File: src/rtl/lpe_pkg.sv
package lpe_pkg;

    localparam logic [31:0] SYNC_WORD = 32'h10FF_AA55;

    localparam logic [7:0] OP_READ      = 8'd1;
    localparam logic [7:0] OP_READ_ACK  = 8'd2;
    localparam logic [7:0] OP_WRITE     = 8'd3;
    localparam logic [7:0] OP_WRITE_ACK = 8'd4;
    localparam logic [7:0] OP_BYE       = 8'd17;

    localparam logic [31:0] ACK_NULL_LOC  = 32'hFFFF_FFFE;
    localparam logic [31:0] ACK_RANGE_LOC = 32'hFFFF_FFFD;

    // request fields in arrival order
    typedef struct packed {
        logic [23:0] loc;
        logic [31:0] off;
        logic [31:0] size;
    } req_t;

    // response header in transmit order
    typedef struct packed {
        logic [7:0]  code;
        logic [23:0] loc;
        logic [31:0] field;
    } rsp_hdr_t;

    typedef enum logic [4:0] {
        S_SYNC, S_CMD, S_FIELDS, S_EVAL,
        S_RD_CHUNK, S_RD_FETCH, S_RD_LATCH, S_RD_PAY,
        S_TX_WAIT,
        S_WR_PAY, S_WR_FETCH, S_WR_LATCH, S_WR_FLUSH, S_WR_ACK,
        S_DRAIN, S_BYE, S_HALT
    } eng_state_e;

    typedef enum logic [1:0] {F_IDLE, F_HDR, F_PAY, F_BELL} frm_state_e;

    // big-endian lane select: lane 0 is the most significant byte
    function automatic logic [7:0] lane_get(logic [31:0] w, logic [1:0] lane);
        int sh;
        sh = 8 * (3 - int'(lane));
        return w[sh +: 8];
    endfunction

    function automatic logic [31:0] lane_put(logic [31:0] w, logic [1:0] lane,
                                             logic [7:0] b);
        logic [31:0] r;
        int sh;
        r  = w;
        sh = 8 * (3 - int'(lane));
        r[sh +: 8] = b;
        return r;
    endfunction

endpackage

File: src/rtl/lpe_sync_detect.sv
module lpe_sync_detect
    import lpe_pkg::*;
(
    input  logic       clk,
    input  logic       rst,
    input  logic       en,
    input  logic       in_valid,
    input  logic [7:0] in_data,
    output logic       hit
);
    logic [23:0] hist_q;

    always_ff @(posedge clk) begin
        if (rst) begin
            hist_q <= '0;
        end else if (en && in_valid) begin
            hist_q <= {hist_q[15:0], in_data};
        end
    end

    assign hit = en && in_valid && ({hist_q, in_data} == SYNC_WORD);
endmodule

File: src/rtl/lpe_loc_table.sv
module lpe_loc_table #(
    parameter int ADDR_W        = 20,
    parameter int LOC_LIMIT     = 100,
    parameter int REGION_BYTES  = 2048,
    parameter bit SHRINK_BY_LOC = 1'b1
) (
    input  logic [23:0]       loc,
    output logic [ADDR_W-1:0] base,
    output logic [31:0]       size,
    output logic              is_null,
    output logic              out_of_range
);
    localparam logic [31:0] REGION_W = 32'(REGION_BYTES);

    assign base         = ADDR_W'(loc) * ADDR_W'(REGION_BYTES);
    assign is_null      = (loc == 24'd0);
    assign out_of_range = (32'(loc) >= 32'(LOC_LIMIT));

    generate
        if (SHRINK_BY_LOC) begin : g_shrink
            assign size = REGION_W >> loc[1:0];
        end else begin : g_flat
            assign size = REGION_W;
        end
    endgenerate
endmodule

File: src/rtl/lpe_rsp_framer.sv
module lpe_rsp_framer
    import lpe_pkg::*;
(
    input  logic        clk,
    input  logic        rst,
    input  logic        start,
    input  rsp_hdr_t    hdr_in,
    input  logic [31:0] pay_cnt,
    input  logic        pay_valid,
    input  logic [7:0]  pay_data,
    output logic        pay_ready,
    output logic        out_valid,
    output logic [7:0]  out_data,
    input  logic        out_ready,
    output logic        doorbell,
    output logic        busy
);
    frm_state_e  f_q;
    logic [2:0]  idx_q;
    logic [31:0] left_q;
    rsp_hdr_t    hdr_q;

    always_ff @(posedge clk) begin
        if (rst) begin
            f_q    <= F_IDLE;
            idx_q  <= '0;
            left_q <= '0;
            hdr_q  <= '0;
        end else begin
            case (f_q)
                F_IDLE: if (start) begin
                    hdr_q  <= hdr_in;
                    left_q <= pay_cnt;
                    idx_q  <= '0;
                    f_q    <= F_HDR;
                end
                F_HDR: if (out_ready) begin
                    idx_q <= idx_q + 3'd1;
                    if (idx_q == 3'd7) f_q <= (left_q == '0) ? F_BELL : F_PAY;
                end
                F_PAY: if (out_ready && pay_valid) begin
                    left_q <= left_q - 32'd1;
                    if (left_q == 32'd1) f_q <= F_BELL;
                end
                default: f_q <= F_IDLE;
            endcase
        end
    end

    always_comb begin
        out_valid = (f_q == F_HDR) || ((f_q == F_PAY) && pay_valid);
        out_data  = (f_q == F_HDR) ? hdr_q[8 * (7 - int'(idx_q)) +: 8] : pay_data;
        pay_ready = (f_q == F_PAY) && out_ready;
        doorbell  = (f_q == F_BELL);
        busy      = (f_q != F_IDLE);
    end
endmodule

File: src/rtl/lpe_engine.sv
module lpe_engine
    import lpe_pkg::*;
#(
    parameter int ADDR_W       = 20,
    parameter int LOC_LIMIT    = 100,
    parameter int REGION_BYTES = 2048,
    parameter int CHUNK_MAX    = 990
) (
    input  logic              clk,
    input  logic              rst,
    input  logic              in_valid,
    input  logic [7:0]        in_data,
    output logic              in_ready,
    output logic              out_valid,
    output logic [7:0]        out_data,
    input  logic              out_ready,
    output logic              doorbell,
    output logic              mem_rd_en,
    output logic              mem_wr_en,
    output logic [ADDR_W-3:0] mem_addr,
    output logic [31:0]       mem_wdata,
    input  logic [31:0]       mem_rdata
);
    localparam int          WORD_AW = ADDR_W - 2;
    localparam logic [31:0] CHUNK_W = 32'(CHUNK_MAX);

    eng_state_e        state_q, state_d;
    logic [7:0]        op_q, op_d;
    logic [3:0]        cnt_q, cnt_d;
    req_t              req_q, req_d;
    logic [31:0]       n_q, n_d;          // bytes still to store or read
    logic [31:0]       take_q, take_d;    // payload bytes still to consume
    logic [31:0]       chunk_q, chunk_d;  // bytes left in the current response
    logic [ADDR_W-1:0] addr_q, addr_d;
    logic [31:0]       word_q, word_d;
    logic              word_ok_q, word_ok_d;
    logic [31:0]       ackf_q, ackf_d;

    logic              sync_hit;
    logic [ADDR_W-1:0] tbl_base;
    logic [31:0]       tbl_size;
    logic              tbl_null, tbl_range;
    logic [31:0]       room, clamped, chunk_now;
    logic              take_byte;

    logic              tx_start, tx_busy, tx_pay_valid, tx_pay_ready;
    rsp_hdr_t          tx_hdr;
    logic [31:0]       tx_pay_cnt;
    logic [7:0]        tx_pay_data;

    logic              sync_phase, halt_phase;

    lpe_sync_detect u_sync (
        .clk      (clk),
        .rst      (rst),
        .en       (state_q == S_SYNC),
        .in_valid (in_valid),
        .in_data  (in_data),
        .hit      (sync_hit)
    );

    lpe_loc_table #(
        .ADDR_W        (ADDR_W),
        .LOC_LIMIT     (LOC_LIMIT),
        .REGION_BYTES  (REGION_BYTES),
        .SHRINK_BY_LOC (1'b1)
    ) u_table (
        .loc          (req_q.loc),
        .base         (tbl_base),
        .size         (tbl_size),
        .is_null      (tbl_null),
        .out_of_range (tbl_range)
    );

    lpe_rsp_framer u_framer (
        .clk       (clk),
        .rst       (rst),
        .start     (tx_start),
        .hdr_in    (tx_hdr),
        .pay_cnt   (tx_pay_cnt),
        .pay_valid (tx_pay_valid),
        .pay_data  (tx_pay_data),
        .pay_ready (tx_pay_ready),
        .out_valid (out_valid),
        .out_data  (out_data),
        .out_ready (out_ready),
        .doorbell  (doorbell),
        .busy      (tx_busy)
    );

    // clamp against the selected resource
    always_comb begin
        room    = tbl_size - req_q.off;
        clamped = (req_q.off >= tbl_size) ? 32'd0 :
                  ((req_q.size > room) ? room : req_q.size);
        chunk_now = (n_q > CHUNK_W) ? CHUNK_W : n_q;
    end

    assign mem_addr   = addr_q[ADDR_W-1:2];
    assign sync_phase = (state_q == S_SYNC);
    assign halt_phase = (state_q == S_HALT);

    always_comb begin
        case (state_q)
            S_SYNC, S_CMD, S_FIELDS, S_DRAIN, S_BYE: in_ready = 1'b1;
            S_WR_PAY: in_ready = (take_q != '0) && !((n_q != '0) && !word_ok_q);
            default:  in_ready = 1'b0;
        endcase
    end
    assign take_byte = in_ready && in_valid;

    always_comb begin
        state_d   = state_q;
        op_d      = op_q;
        cnt_d     = cnt_q;
        req_d     = req_q;
        n_d       = n_q;
        take_d    = take_q;
        chunk_d   = chunk_q;
        addr_d    = addr_q;
        word_d    = word_q;
        word_ok_d = word_ok_q;
        ackf_d    = ackf_q;

        mem_rd_en    = 1'b0;
        mem_wr_en    = 1'b0;
        mem_wdata    = word_q;
        tx_start     = 1'b0;
        tx_hdr       = '0;
        tx_pay_cnt   = '0;
        tx_pay_valid = 1'b0;
        tx_pay_data  = lane_get(word_q, addr_q[1:0]);

        case (state_q)
            S_SYNC: if (sync_hit) state_d = S_CMD;

            S_CMD: if (take_byte) begin
                op_d = in_data;
                case (in_data)
                    OP_READ, OP_WRITE: begin
                        cnt_d   = 4'd10;
                        state_d = S_FIELDS;
                    end
                    OP_READ_ACK, OP_WRITE_ACK: begin
                        cnt_d   = 4'd6;
                        state_d = S_FIELDS;
                    end
                    OP_BYE: begin
                        cnt_d   = 4'd2;
                        state_d = S_BYE;
                    end
                    default: state_d = S_CMD;
                endcase
            end

            S_FIELDS: if (take_byte) begin
                req_d = req_t'({req_q[79:0], in_data});
                cnt_d = cnt_q - 4'd1;
                if (cnt_q == 4'd0) state_d = S_EVAL;
            end

            S_EVAL: begin
                addr_d    = tbl_base + ADDR_W'(req_q.off);
                word_ok_d = 1'b0;
                case (op_q)
                    OP_READ: begin
                        n_d     = (tbl_null || tbl_range) ? 32'd0 : clamped;
                        state_d = S_RD_CHUNK;
                    end
                    OP_WRITE: begin
                        take_d  = req_q.size;
                        n_d     = (tbl_null || tbl_range) ? 32'd0 : clamped;
                        ackf_d  = tbl_null  ? ACK_NULL_LOC  :
                                  tbl_range ? ACK_RANGE_LOC : clamped;
                        state_d = S_WR_PAY;
                    end
                    OP_READ_ACK: begin
                        take_d  = req_q.size;
                        state_d = (req_q.size == '0) ? S_CMD : S_DRAIN;
                    end
                    default: state_d = S_CMD;
                endcase
            end

            S_RD_CHUNK: begin
                tx_start   = 1'b1;
                tx_hdr     = '{code: OP_READ_ACK, loc: req_q.loc, field: chunk_now};
                tx_pay_cnt = chunk_now;
                chunk_d    = chunk_now;
                n_d        = n_q - chunk_now;
                if (chunk_now == '0)  state_d = S_TX_WAIT;
                else if (word_ok_q)   state_d = S_RD_PAY;
                else                  state_d = S_RD_FETCH;
            end

            S_RD_FETCH: begin
                mem_rd_en = 1'b1;
                state_d   = S_RD_LATCH;
            end

            S_RD_LATCH: begin
                word_d    = mem_rdata;
                word_ok_d = 1'b1;
                state_d   = S_RD_PAY;
            end

            S_RD_PAY: begin
                tx_pay_valid = 1'b1;
                if (tx_pay_ready) begin
                    addr_d  = addr_q + ADDR_W'(1);
                    chunk_d = chunk_q - 32'd1;
                    if (addr_q[1:0] == 2'd3) word_ok_d = 1'b0;
                    if (chunk_q == 32'd1)          state_d = S_TX_WAIT;
                    else if (addr_q[1:0] == 2'd3)  state_d = S_RD_FETCH;
                end
            end

            S_TX_WAIT: if (!tx_busy) begin
                state_d = ((op_q == OP_READ) && (n_q != '0)) ? S_RD_CHUNK : S_CMD;
            end

            S_WR_PAY: begin
                if (take_q == '0) begin
                    state_d = S_WR_FLUSH;
                end else if ((n_q != '0) && !word_ok_q) begin
                    state_d = S_WR_FETCH;
                end else if (in_valid) begin
                    take_d = take_q - 32'd1;
                    if (n_q != '0) begin
                        word_d = lane_put(word_q, addr_q[1:0], in_data);
                        n_d    = n_q - 32'd1;
                        addr_d = addr_q + ADDR_W'(1);
                        if (addr_q[1:0] == 2'd3) begin
                            mem_wr_en = 1'b1;
                            mem_wdata = lane_put(word_q, 2'd3, in_data);
                            word_ok_d = 1'b0;
                        end
                    end
                end
            end

            S_WR_FETCH: begin
                mem_rd_en = 1'b1;
                state_d   = S_WR_LATCH;
            end

            S_WR_LATCH: begin
                word_d    = mem_rdata;
                word_ok_d = 1'b1;
                state_d   = S_WR_PAY;
            end

            S_WR_FLUSH: begin
                if (word_ok_q) begin
                    mem_wr_en = 1'b1;
                    mem_wdata = word_q;
                end
                word_ok_d = 1'b0;
                state_d   = S_WR_ACK;
            end

            S_WR_ACK: begin
                tx_start = 1'b1;
                tx_hdr   = '{code: OP_WRITE_ACK, loc: req_q.loc, field: ackf_q};
                state_d  = S_TX_WAIT;
            end

            S_DRAIN: if (take_byte) begin
                take_d = take_q - 32'd1;
                if (take_q == 32'd1) state_d = S_CMD;
            end

            S_BYE: if (take_byte) begin
                cnt_d = cnt_q - 4'd1;
                if (cnt_q == 4'd0) state_d = S_HALT;
            end

            S_HALT: state_d = S_HALT;

            default: state_d = S_SYNC;
        endcase
    end

    always_ff @(posedge clk) begin
        if (rst) begin
            state_q   <= S_SYNC;
            op_q      <= '0;
            cnt_q     <= '0;
            req_q     <= '0;
            n_q       <= '0;
            take_q    <= '0;
            chunk_q   <= '0;
            addr_q    <= '0;
            word_q    <= '0;
            word_ok_q <= 1'b0;
            ackf_q    <= '0;
        end else begin
            state_q   <= state_d;
            op_q      <= op_d;
            cnt_q     <= cnt_d;
            req_q     <= req_d;
            n_q       <= n_d;
            take_q    <= take_d;
            chunk_q   <= chunk_d;
            addr_q    <= addr_d;
            word_q    <= word_d;
            word_ok_q <= word_ok_d;
            ackf_q    <= ackf_d;
        end
    end

    if (WORD_AW < 1) begin : g_bad_width
        initial $error("ADDR_W too small");
    end
endmodule

File: config.mk
export PLATFORM = sky130hd
export DESIGN_NAME = lpe_engine
export DESIGN_NICKNAME = d
export VERILOG_FILES = /design/src/rtl/lpe_pkg.sv /design/src/rtl/lpe_sync_detect.sv /design/src/rtl/lpe_loc_table.sv /design/src/rtl/lpe_rsp_framer.sv /design/src/rtl/lpe_engine.sv
export SDC_FILE = /design/constraint.sdc
export NUM_CORES = 1
export LEC_CHECK = 0
export BUFFER_PORTS_ARGS = -buffer_cell sky130_fd_sc_hd__buf_2
export CORE_MARGIN = 1.5
export CORE_UTILIZATION = 50
export CTS_CLUSTER_DIAMETER = 120
export DETAILED_ROUTE_END_ITERATION = 12
export GPL_ROUTABILITY_DRIVEN = 0
export PLACE_DENSITY_LB_ADDON = 0.1
export SLEW_MARGIN = 20
export SYNTH_ARGS = -nofsm -noshare
export SYNTH_HDL_FRONTEND = slang
export SYNTH_SLANG_ARGS = --single-unit
File: constraint.sdc
create_clock -name clk -period 7.4 [get_ports clk]
set_input_delay 1.11 -clock clk [delete_from_list [all_inputs] [get_ports clk]]
set_output_delay 1.11 -clock clk [all_outputs]
set_load 0.01 [all_outputs]
==> metrics.md, run 1 <==
| Metric | Value |
|---|---|
| Status | finished clean |
| Post-Route M1 WL | 36200 um |
| Core Rows | 80 |
| TritonCTS Sinks | about 410 |
| Core Area | between 40000 and 50000 um2 |
| Inst Count DP | 3749 |
| Most frequent cells in the layout | nand2_1, dfxtp_1, a21oi_1 |
| Hold depth | 2 |
| Crit path kind | flop to flop |
| Synth Register Bits | ~400 |
| Syn_area_per_cell | around 7.5 um2 |
| Largest net degree at the start of global routing | 170 |
| Worst slew pin tran | around 1100 ps |
| # port buffers | 106 |
| Number of H-tree levels | 2 |
| N_diodes | 0 |
| Postcts setup bufs | 0 |
| Largest family of logic cells by synthesized area | simple AND/OR/NAND/NOR gates |
| Hold path endpoint | u_sync.hist_q[20]$_SDFFE_PP0P_ |
| Synthesized area | approximately 24000 um2 |
| Max rail drop VDD | about 180 uV |
| Sequential area share after synthesis | 0.331 |
| Via density per instance | 6.36 |
| DRT Pass-1 Iters | 6 |
| Critical R2R Launch | req_q[65]$_SDFFE_PP0P_ |
| Layout cells sized above 1 | 0.103 |
| HP Start | u_sync.hist_q[20]$_SDFFE_PP0P_ |
| Die Width | 224 um |
| Number of global-route vias before repair | 22437 |
| Max layer used | met4 |
| I/O pins | ~110 |
| Max Transition Viols Final | 0 |
| Final setup fails | 0 |
| Nets | ~3300 |
| Detail Route Antenna Nets | 0 |
| Mux cell area share after synthesis | 0.0482 |
| XOR/XNOR Fraction of Synth Area | 0.0182 |
| Area contributors post-synth | dfxtp_1, nand2_1, a21oi_1 |
| RSZ-0062 raised after global routing | no |
| Post-CTS Resized | 0 |
| Met3 routed WL | a little over 6000 um |
| WHS | 456 ps |
| P_leak | around 9.8 nW |
| Initial DRC Count | roughly 3000 |
| Root Driver | clkbuf_16 |
| Number of synthesized flops with an enable pin | 0 |
| Largest area contributor in the netlist | dfxtp_1 |
| Max frequency | 0.169 GHz |
| Worst Path Required | approximately 8000 ps |
| Main synth FF type | dfxtp_1 |
| WL final | 82600 um |
| Multi-input logic area | approximately 15000 um2 |
| Syn Inst Count | 3246 |
| Maxcap violations | 0 |
| Routed wire length per instance | approximately 22 um |
| Final HPWL DP | 57800 um |
| Fin Clk Skew | 19.4 ps |
| Final Cycle Share | 0.801 |
| DRC viols | 0 |
| Pwr Total | 0.00472 W |
| Commonest non-fill, non-tap cell in the layout | nand2_1 |
| Final Hold Fails | 0 |
| Antenna violations before repair | 0 |
| Simple-gate share of the synthesized area | 0.253 |
| CTS clk-pin slew, worst paths | approximately 60 ps |
| Placement Cell Area | ~25000 um2 |
| Die span in y | 224 um |
| Synth Area in Compound Gates | 0.238 |
| Clock Latency Late Sink | approximately 610 ps |
| Hold Crit Class | flop to flop |
| CP Max Fanout | 22 |
| Worst R2R Setup Slack | 1470 ps |
| Top cell type's share of synthesized area | 0.331 |
| Relative slew slack | 0.250 |
| Setup crit end kind | flop |
| TNS Setup | 0 ps |
| Num CTS Buffers | 46 |
| Flip-flop and latch area | between 8000 and 9000 um2 |
| Overflow after GRT | 0 |
| CTS Hold Bufs | 0 |
| Fin crit period | about 5900 ps |
| GR Util All Layers | 0.321 |
| R2R depth | 19 |
| Setup crit start kind | flop |
| Post-Synth Adder-Cell Area | 0.0448 |
| Power Density | 179 nW/um2 |
| R2r endpoint | n_q[7]$_SDFFE_PP0P_ |
| Final Non-Filler Cells | about 3800 |
| Cell variety after synth | between 100 and 150 |
| Area Growth Syn to Fin | 8.04% |
| Crit path DAT | 6370 ps |
| Initial core utilization | 0.510 |
| Metal2 WL | approximately 37000 um |
| YS warnings | 0 |
| Post-route cell area | between 20000 and 30000 um2 |
| Die ar. | roughly 50000 um2 |
| Fillers | ~4500 |
| Vias | around 24000 |
| Longest Clk Path Bufs | 3 |
| Global-route wire length before repair | between 100000 and 150000 um |
| Ys async rst share | 0 |
| CTS tree | yes |
-- cell usage after synthesis (7+ instances only) --
library cell	count
a211oi_1	50
a21o_1	30
a21oi_1	349
a221oi_1	19
a22oi_1	63
a311oi_1	56
a31oi_1	23
and2_1	13
and3_1	20
buf_1	11
buf_2	33
buf_4	49
buf_6	7
clkbuf_1	173
dfxtp_1	405
ha_1	86
inv_1	83
mux2_2	35
mux2i_1	38
mux4_2	18
nand2_1	517
nand2b_1	32
nand3_1	104
nand4_1	23
nor2_1	334
nor2b_1	14
nor3_1	133
nor3b_1	10
nor4_1	42
o211ai_1	9
o21a_1	16
o21ai_0	152
o21bai_1	10
o22ai_1	28
o31ai_1	17
o32ai_1	7
or2_2	10
or3_1	33
or4_1	14
xnor2_1	28
xor2_1	21
-- critical path, cell delays in order, from the launching register on --
cell and delay [ps]:
dfxtp_1 390, and2_1 200, ha_1 310, or4b_1 500
nor3_2 200, o22ai_1 150, nand2b_1 280, nor3_1 220
xor2_1 140, ha_1 320, nand3_1 90, nor3_1 390
nand4_1 190, o32ai_1 310, o21ai_0 170, a31oi_4 830
buf_4 300, mux2_2 370, a221oi_1 300, a211oi_1 90
-- worst max-delay path by stage --
stage / startpoint / end / slack (ps) / cells after the start
after floorplan: req_q[65]$_SDFFE_PP0P_ / n_q[9]$_SDFFE_PP0P_ / 2700 / 21
after global placement: req_q[65]$_SDFFE_PP0P_ / ackf_q[21]$_SDFFE_PP0P_ / 1680 / 19
after CTS: req_q[65]$_SDFFE_PP0P_ / n_q[7]$_SDFFE_PP0P_ / 1510 / 19
after global routing: req_q[65]$_SDFFE_PP0P_ / n_q[7]$_SDFFE_PP0P_ / 930 / 19
after detailed placement: req_q[65]$_SDFFE_PP0P_ / n_q[7]$_SDFFE_PP0P_ / 1540 / 19
final: req_q[65]$_SDFFE_PP0P_ / n_q[7]$_SDFFE_PP0P_ / 1470 / 19
-- sequential cells by signal, indices dropped and copies added (netlist names), 24 cells and up --
register         count
ackf_q              32
chunk_q             32
n_q                 32
req_q               88
take_q              32
u_framer.hdr_q      58
u_framer.left_q     32
u_sync.hist_q       24
word_q              32
-- power breakdown --
part	internal (W)	switching, W
Clock	0.00140	0.000978
Combinational	0.0000398	0.000110
Sequential	0.00219	0.00000798
Total	0.00363	0.00110
-- area by class of cell --
| class | count | share of cell area |
|---|---|---|
| flip-flops and latches | 405 | 0.307 |
| multi-input cells | 2503 | 0.562 |
| clock inverters | 15 | 0.00851 |
| well taps | 615 | 0.0291 |
| clock buffers | 67 | 0.0507 |
| repair buffers | 141 | 0.0308 |
| inverters | 85 | 0.0121 |
-- metrics by stage --
stage,utilization,worst slack [ps]
4_1_cts,0.550,1510
2_1_floorplan,-,2700
6_report,0.551,1470
3_3_place_gp,0.518,1680
3_5_place_dp,0.518,1540
5_1_grt,0.551,931
-- cell families (layout without fill, tap and decap cells) --
family | count (synthesis) | after routing
buf+inv | 358 | 308
mux | 91 | 91
fa+ha+maj | 87 | 87
flops | 405 | 405
xor+xnor | 50 | 50
compound gates | 909 | 909
other cells | 1 | 21
simple gates | 1345 | 1345
-- routing by layer --
layer,GRT usage,vias to the layer above
met3,0.0447,173
met1,0.446,11669
met5,0,-
met4,0.138,0
li1,-,11485
met2,0.498,1023
(Power assumes the default switching activity.)
==> run 2, diff against run 1 <==
--- a/config.mk
+++ b/config.mk
@@ -5,6 +5,7 @@
 export SDC_FILE = /design/constraint.sdc
 export NUM_CORES = 1
 export LEC_CHECK = 0
+export ABC_AREA = 1
 export BUFFER_PORTS_ARGS = -buffer_cell sky130_fd_sc_hd__buf_2
 export CORE_MARGIN = 1.5
 export CORE_UTILIZATION = 50
==> constraint.sdc (replaced) <==
create_clock -name clk -period 5 [get_ports clk]
set_input_delay 0.75 -clock clk [delete_from_list [all_inputs] [get_ports clk]]
set_output_delay 0.75 -clock clk [all_outputs]
set_load 0.01 [all_outputs]
==> run 2 against run 1 <==
Net effect: setup slack got worse by 740 ps; critical endpoint is now mem_wdata[0]; synthesized area grew 1.8%; sequential power increased by 51%; largest power group unchanged; critical path type is now flop to output pin; clock power grew 40%; clock skew up 4.1 ps; clock-buffer cell count shrank 1; hold slack lost 16 ps; critical path depth fell by 7; routed wire length rose by 1.8%; highest routed layer unchanged.
==> metrics.md, run 2 <==
| Metric | Value |
|---|---|
| Num CTS Buffers | 46 (unchanged) |
| Placement Cell Area | 25500 um2 (+2.5%) |
| Inst Count DP | 4314 (+15%) |
| Status | finished clean |
| Worst Path Required | 4250 ps (-3590 ps) |
| RSZ-0062 raised after global routing | no |
| Largest register by flop count | req_q |
| DRC viols | 0 (unchanged) |
| Hold Crit Class | primary input to flop |
| Post-synth top cells | nand2_1, o21ai_0, a21oi_1 |
| Number of global-route vias before repair | 24224 (+8.0%) |
| Synth Register Bits | 405 (unchanged) |
| Setup crit start kind | flop |
| Clock Latency Late Sink | 600 ps (about the same) |
| Postcts setup bufs | 0 (unchanged) |
| Fillers | 4893 (+8.0%) |
| Core Util, Final | 0.550 (-0.000858) |
| CTS clk-pin slew, worst paths | 60 ps (about the same) |
| Main synth FF type | dfxtp_1 |
| Number of H-tree levels | 2 (unchanged) |
| Initial core utilization | 0.508 (-0.00150) |
| Worst slew pin tran | 1080 ps (-45.2 ps) |
| Final HPWL DP | 61300 um (+6.2%) |
| Worst R2R Setup Slack | 760 ps (-710 ps) |
| Post-route cell area | 27000 um2 (+1.9%) |
| Number of synthesized flops with an enable pin | 0 (unchanged) |
| Biggest regs | req_q (88), u_framer.hdr_q (58) |
| Routed wire length per instance | 19.1 um (-11%) |
| # port buffers | 106 (unchanged) |
| Largest area contributor in the netlist | dfxtp_1 |
| Syn_area_per_cell | 6.70 um2 (-11%) |
| Longest Clk Path Bufs | 3 (unchanged) |
| WL final | 84200 um (+1.8%) |
| Most frequent cells in the layout | nand2_1, o21ai_0, a21oi_1 |
| Post-CTS Resized | 0 (unchanged) |
| Top cell type's share of synthesized area | 0.325 (-0.00584) |
| Crit path kind | flop to output pin |
| Core Area | 49100 um2 (+2.1%) |
| Fin crit period | approximately 4300 ps |
| CTS Hold Bufs | 0 (unchanged) |
| CP Max Fanout | 22 (unchanged) |
| Worst Setup EP | mem_wdata[0] |
| Max rail drop VDD | 241 uV (+37%) |
| Crit path DAT | 3520 ps (-2850 ps) |
| CTS tree | yes |
| Most frequent cell after synthesis | nand2_1 |
| Relative slew slack | 0.282 (+0.0320) |
| Detail Route Antenna Nets | 0 (unchanged) |
| Die span in y | 226 um (+0.88%) |
| Root Driver | clkbuf_16 |
| Global-route wire length before repair | 133000 um (+3.4%) |
| Cell variety after synth | 70 (-35%) |
| Hold depth | 3 (+1) |
| Fin Clk Skew | 23.5 ps (+4.14 ps) |
| GR Util All Layers | 0.326 (+0.00550) |
| Max frequency | around 0.23 GHz |
| Commonest non-fill, non-tap cell in the layout | nand2_1 |
| Crit path from | state_q[0]$_SDFFE_PP0P_ |
| Ys async rst share | 0 (unchanged) |
| Pwr Total | 0.00786 W (+66%) |
| TritonCTS Sinks | 405 (unchanged) |
| Core Rows | 81 (+1.3%) |
| Antenna violations before repair | 1 (+1) |
| R2R depth | 28 (+9) |
| Max Transition Viols Final | 0 (unchanged) |
| TNS Setup | 0 ps (unchanged) |
| Max reg flops | 88 (unchanged) |
| R2r endpoint | n_q[18]$_SDFFE_PP0P_ |
| Area contributors post-synth | dfxtp_1, o21ai_0, nand2_1 |
| Initial DRC Count | 3032 (+3.1%) |
| Overflow after GRT | 0 (unchanged) |
| Vias | 26024 (+6.9%) |
| Layout cells sized above 1 | 0.0857 (-0.0172) |
| Final Non-Filler Cells | 4398 (+15%) |
| I/O pins | 107 (unchanged) |
| Power Density | 292 nW/um2 (+63%) |
| Setup crit end kind | output pin |
| Final Cycle Share | 0.853 |
| Critical R2R Launch | req_q[64]$_SDFFE_PP0P_ |
| Syn Inst Count | 3720 (+15%) |
| Nets | 3829 (+16%) |
| Die ar. | 51200 um2 (+1.8%) |
| P_leak | 11.7 nW (+20%) |
| Via density per instance | 5.92 (-6.9%) |
| Die Width | 226 um (+0.88%) |
| Final Hold Fails | 0 (unchanged) |
| Final setup fails | 0 (unchanged) |
| Largest net degree at the start of global routing | 121 (-29%) |
| DRT Pass-1 Iters | 8 (+2) |
| Synthesized area | 24900 um2 (+1.8%) |
| Area Growth Syn to Fin | 8.19% |
| Sequential area share after synthesis | 0.325 (-0.00584) |
| YS warnings | 0 (unchanged) |
| Maxcap violations | 0 (unchanged) |
[run 2: cell types whose count changed after synthesis, sizes merged, moves of 40 or more]
cell,previous run,this run
a311oi,56,3
o21ai,158,482
nor2,335,413
xor2,21,71
a21oi,349,420
nor3,135,62
nand3,105,179
a22oi,63,14
inv,84,381
nand4,23,86
nand2,518,640
clkbuf,173,133
[run 2: worst min path at each step]
stage / start / end / slack [ps]
after detailed placement: u_framer.hdr_q[20]$_SDFFE_PP0P_ / u_framer.hdr_q[20]$_SDFFE_PP0P_ / 450
after global routing: mem_rdata[7] / word_q[7]$_SDFFE_PP0P_ / 440
after global placement: op_q[4]$_SDFFE_PP0P_ / op_q[4]$_SDFFE_PP0P_ / 440
after CTS: mem_rdata[5] / word_q[5]$_SDFFE_PP0P_ / 420
final: mem_rdata[5] / word_q[5]$_SDFFE_PP0P_ / 440
after floorplan: op_q[7]$_SDFFE_PP0P_ / op_q[7]$_SDFFE_PP0P_ / 430
[run 2: per-stage QoR]
step                hold slack [ps]  setup slack, ps
detailed placement              452              867
CTS                             422              791
global route                    442              178
global placement                440              938
finish                          440              733
floorplan                       429             1300
[run 2: layout make-up]
class | instances | area [um2] | area share
multi-input cells | 2728 | 14300 | 0.532
flip-flops and latches | 405 | 8110 | 0.301
inverters | 383 | 1450 | 0.0536
clock buffers | 66 | 1330 | 0.0492
well taps | 664 | 831 | 0.0308
repair buffers | 134 | 768 | 0.0285
clock inverters | 17 | 138 | 0.00510
diodes | 1 | 2.50 | 0.0000928
[run 2: cell families (layout without fill, tap and decap cells)]
logic type	count (synthesis)	in the layout	share of synthesized area
fa+ha+maj	87	87	0.0440
flops	405	405	0.325
xor+xnor	100	100	0.0354
simple gates	1430	1430	0.252
compound gates	1090	1090	0.240
other cells	1	22	0.000150
buf+inv	607	600	0.103
[run 2: power by group]
group	switching (W)	internal (W)
combinational	0.000848	0.000369
sequential	0.0000428	0.00327
clock	0.00143	0.00190
total	0.00232	0.00554
[run 2: worst max-delay path: stages, from the launching register on]
cell     delay [ps]
dfxtp_1         360
inv_2            90
nor2_4          100
nand2_4          90
nor2_8          350
inv_2           220
nor2_1          310
nand2_1         140
inv_1            90
nand4_1         550
o21ai_0         390
inv_1            90
buf_2           150
[run 2: routing by layer]
| layer | share of wire | wire length [um] | GRT usage |
|---|---|---|---|
| met1 | 0.44 | 36700 | 0.438 |
| met3 | 0.073 | 6180 | 0.0451 |
| met4 | 0.042 | 3520 | 0.135 |
| met5 | 0 | 0 | 0 |
| met2 | 0.45 | 37800 | 0.526 |
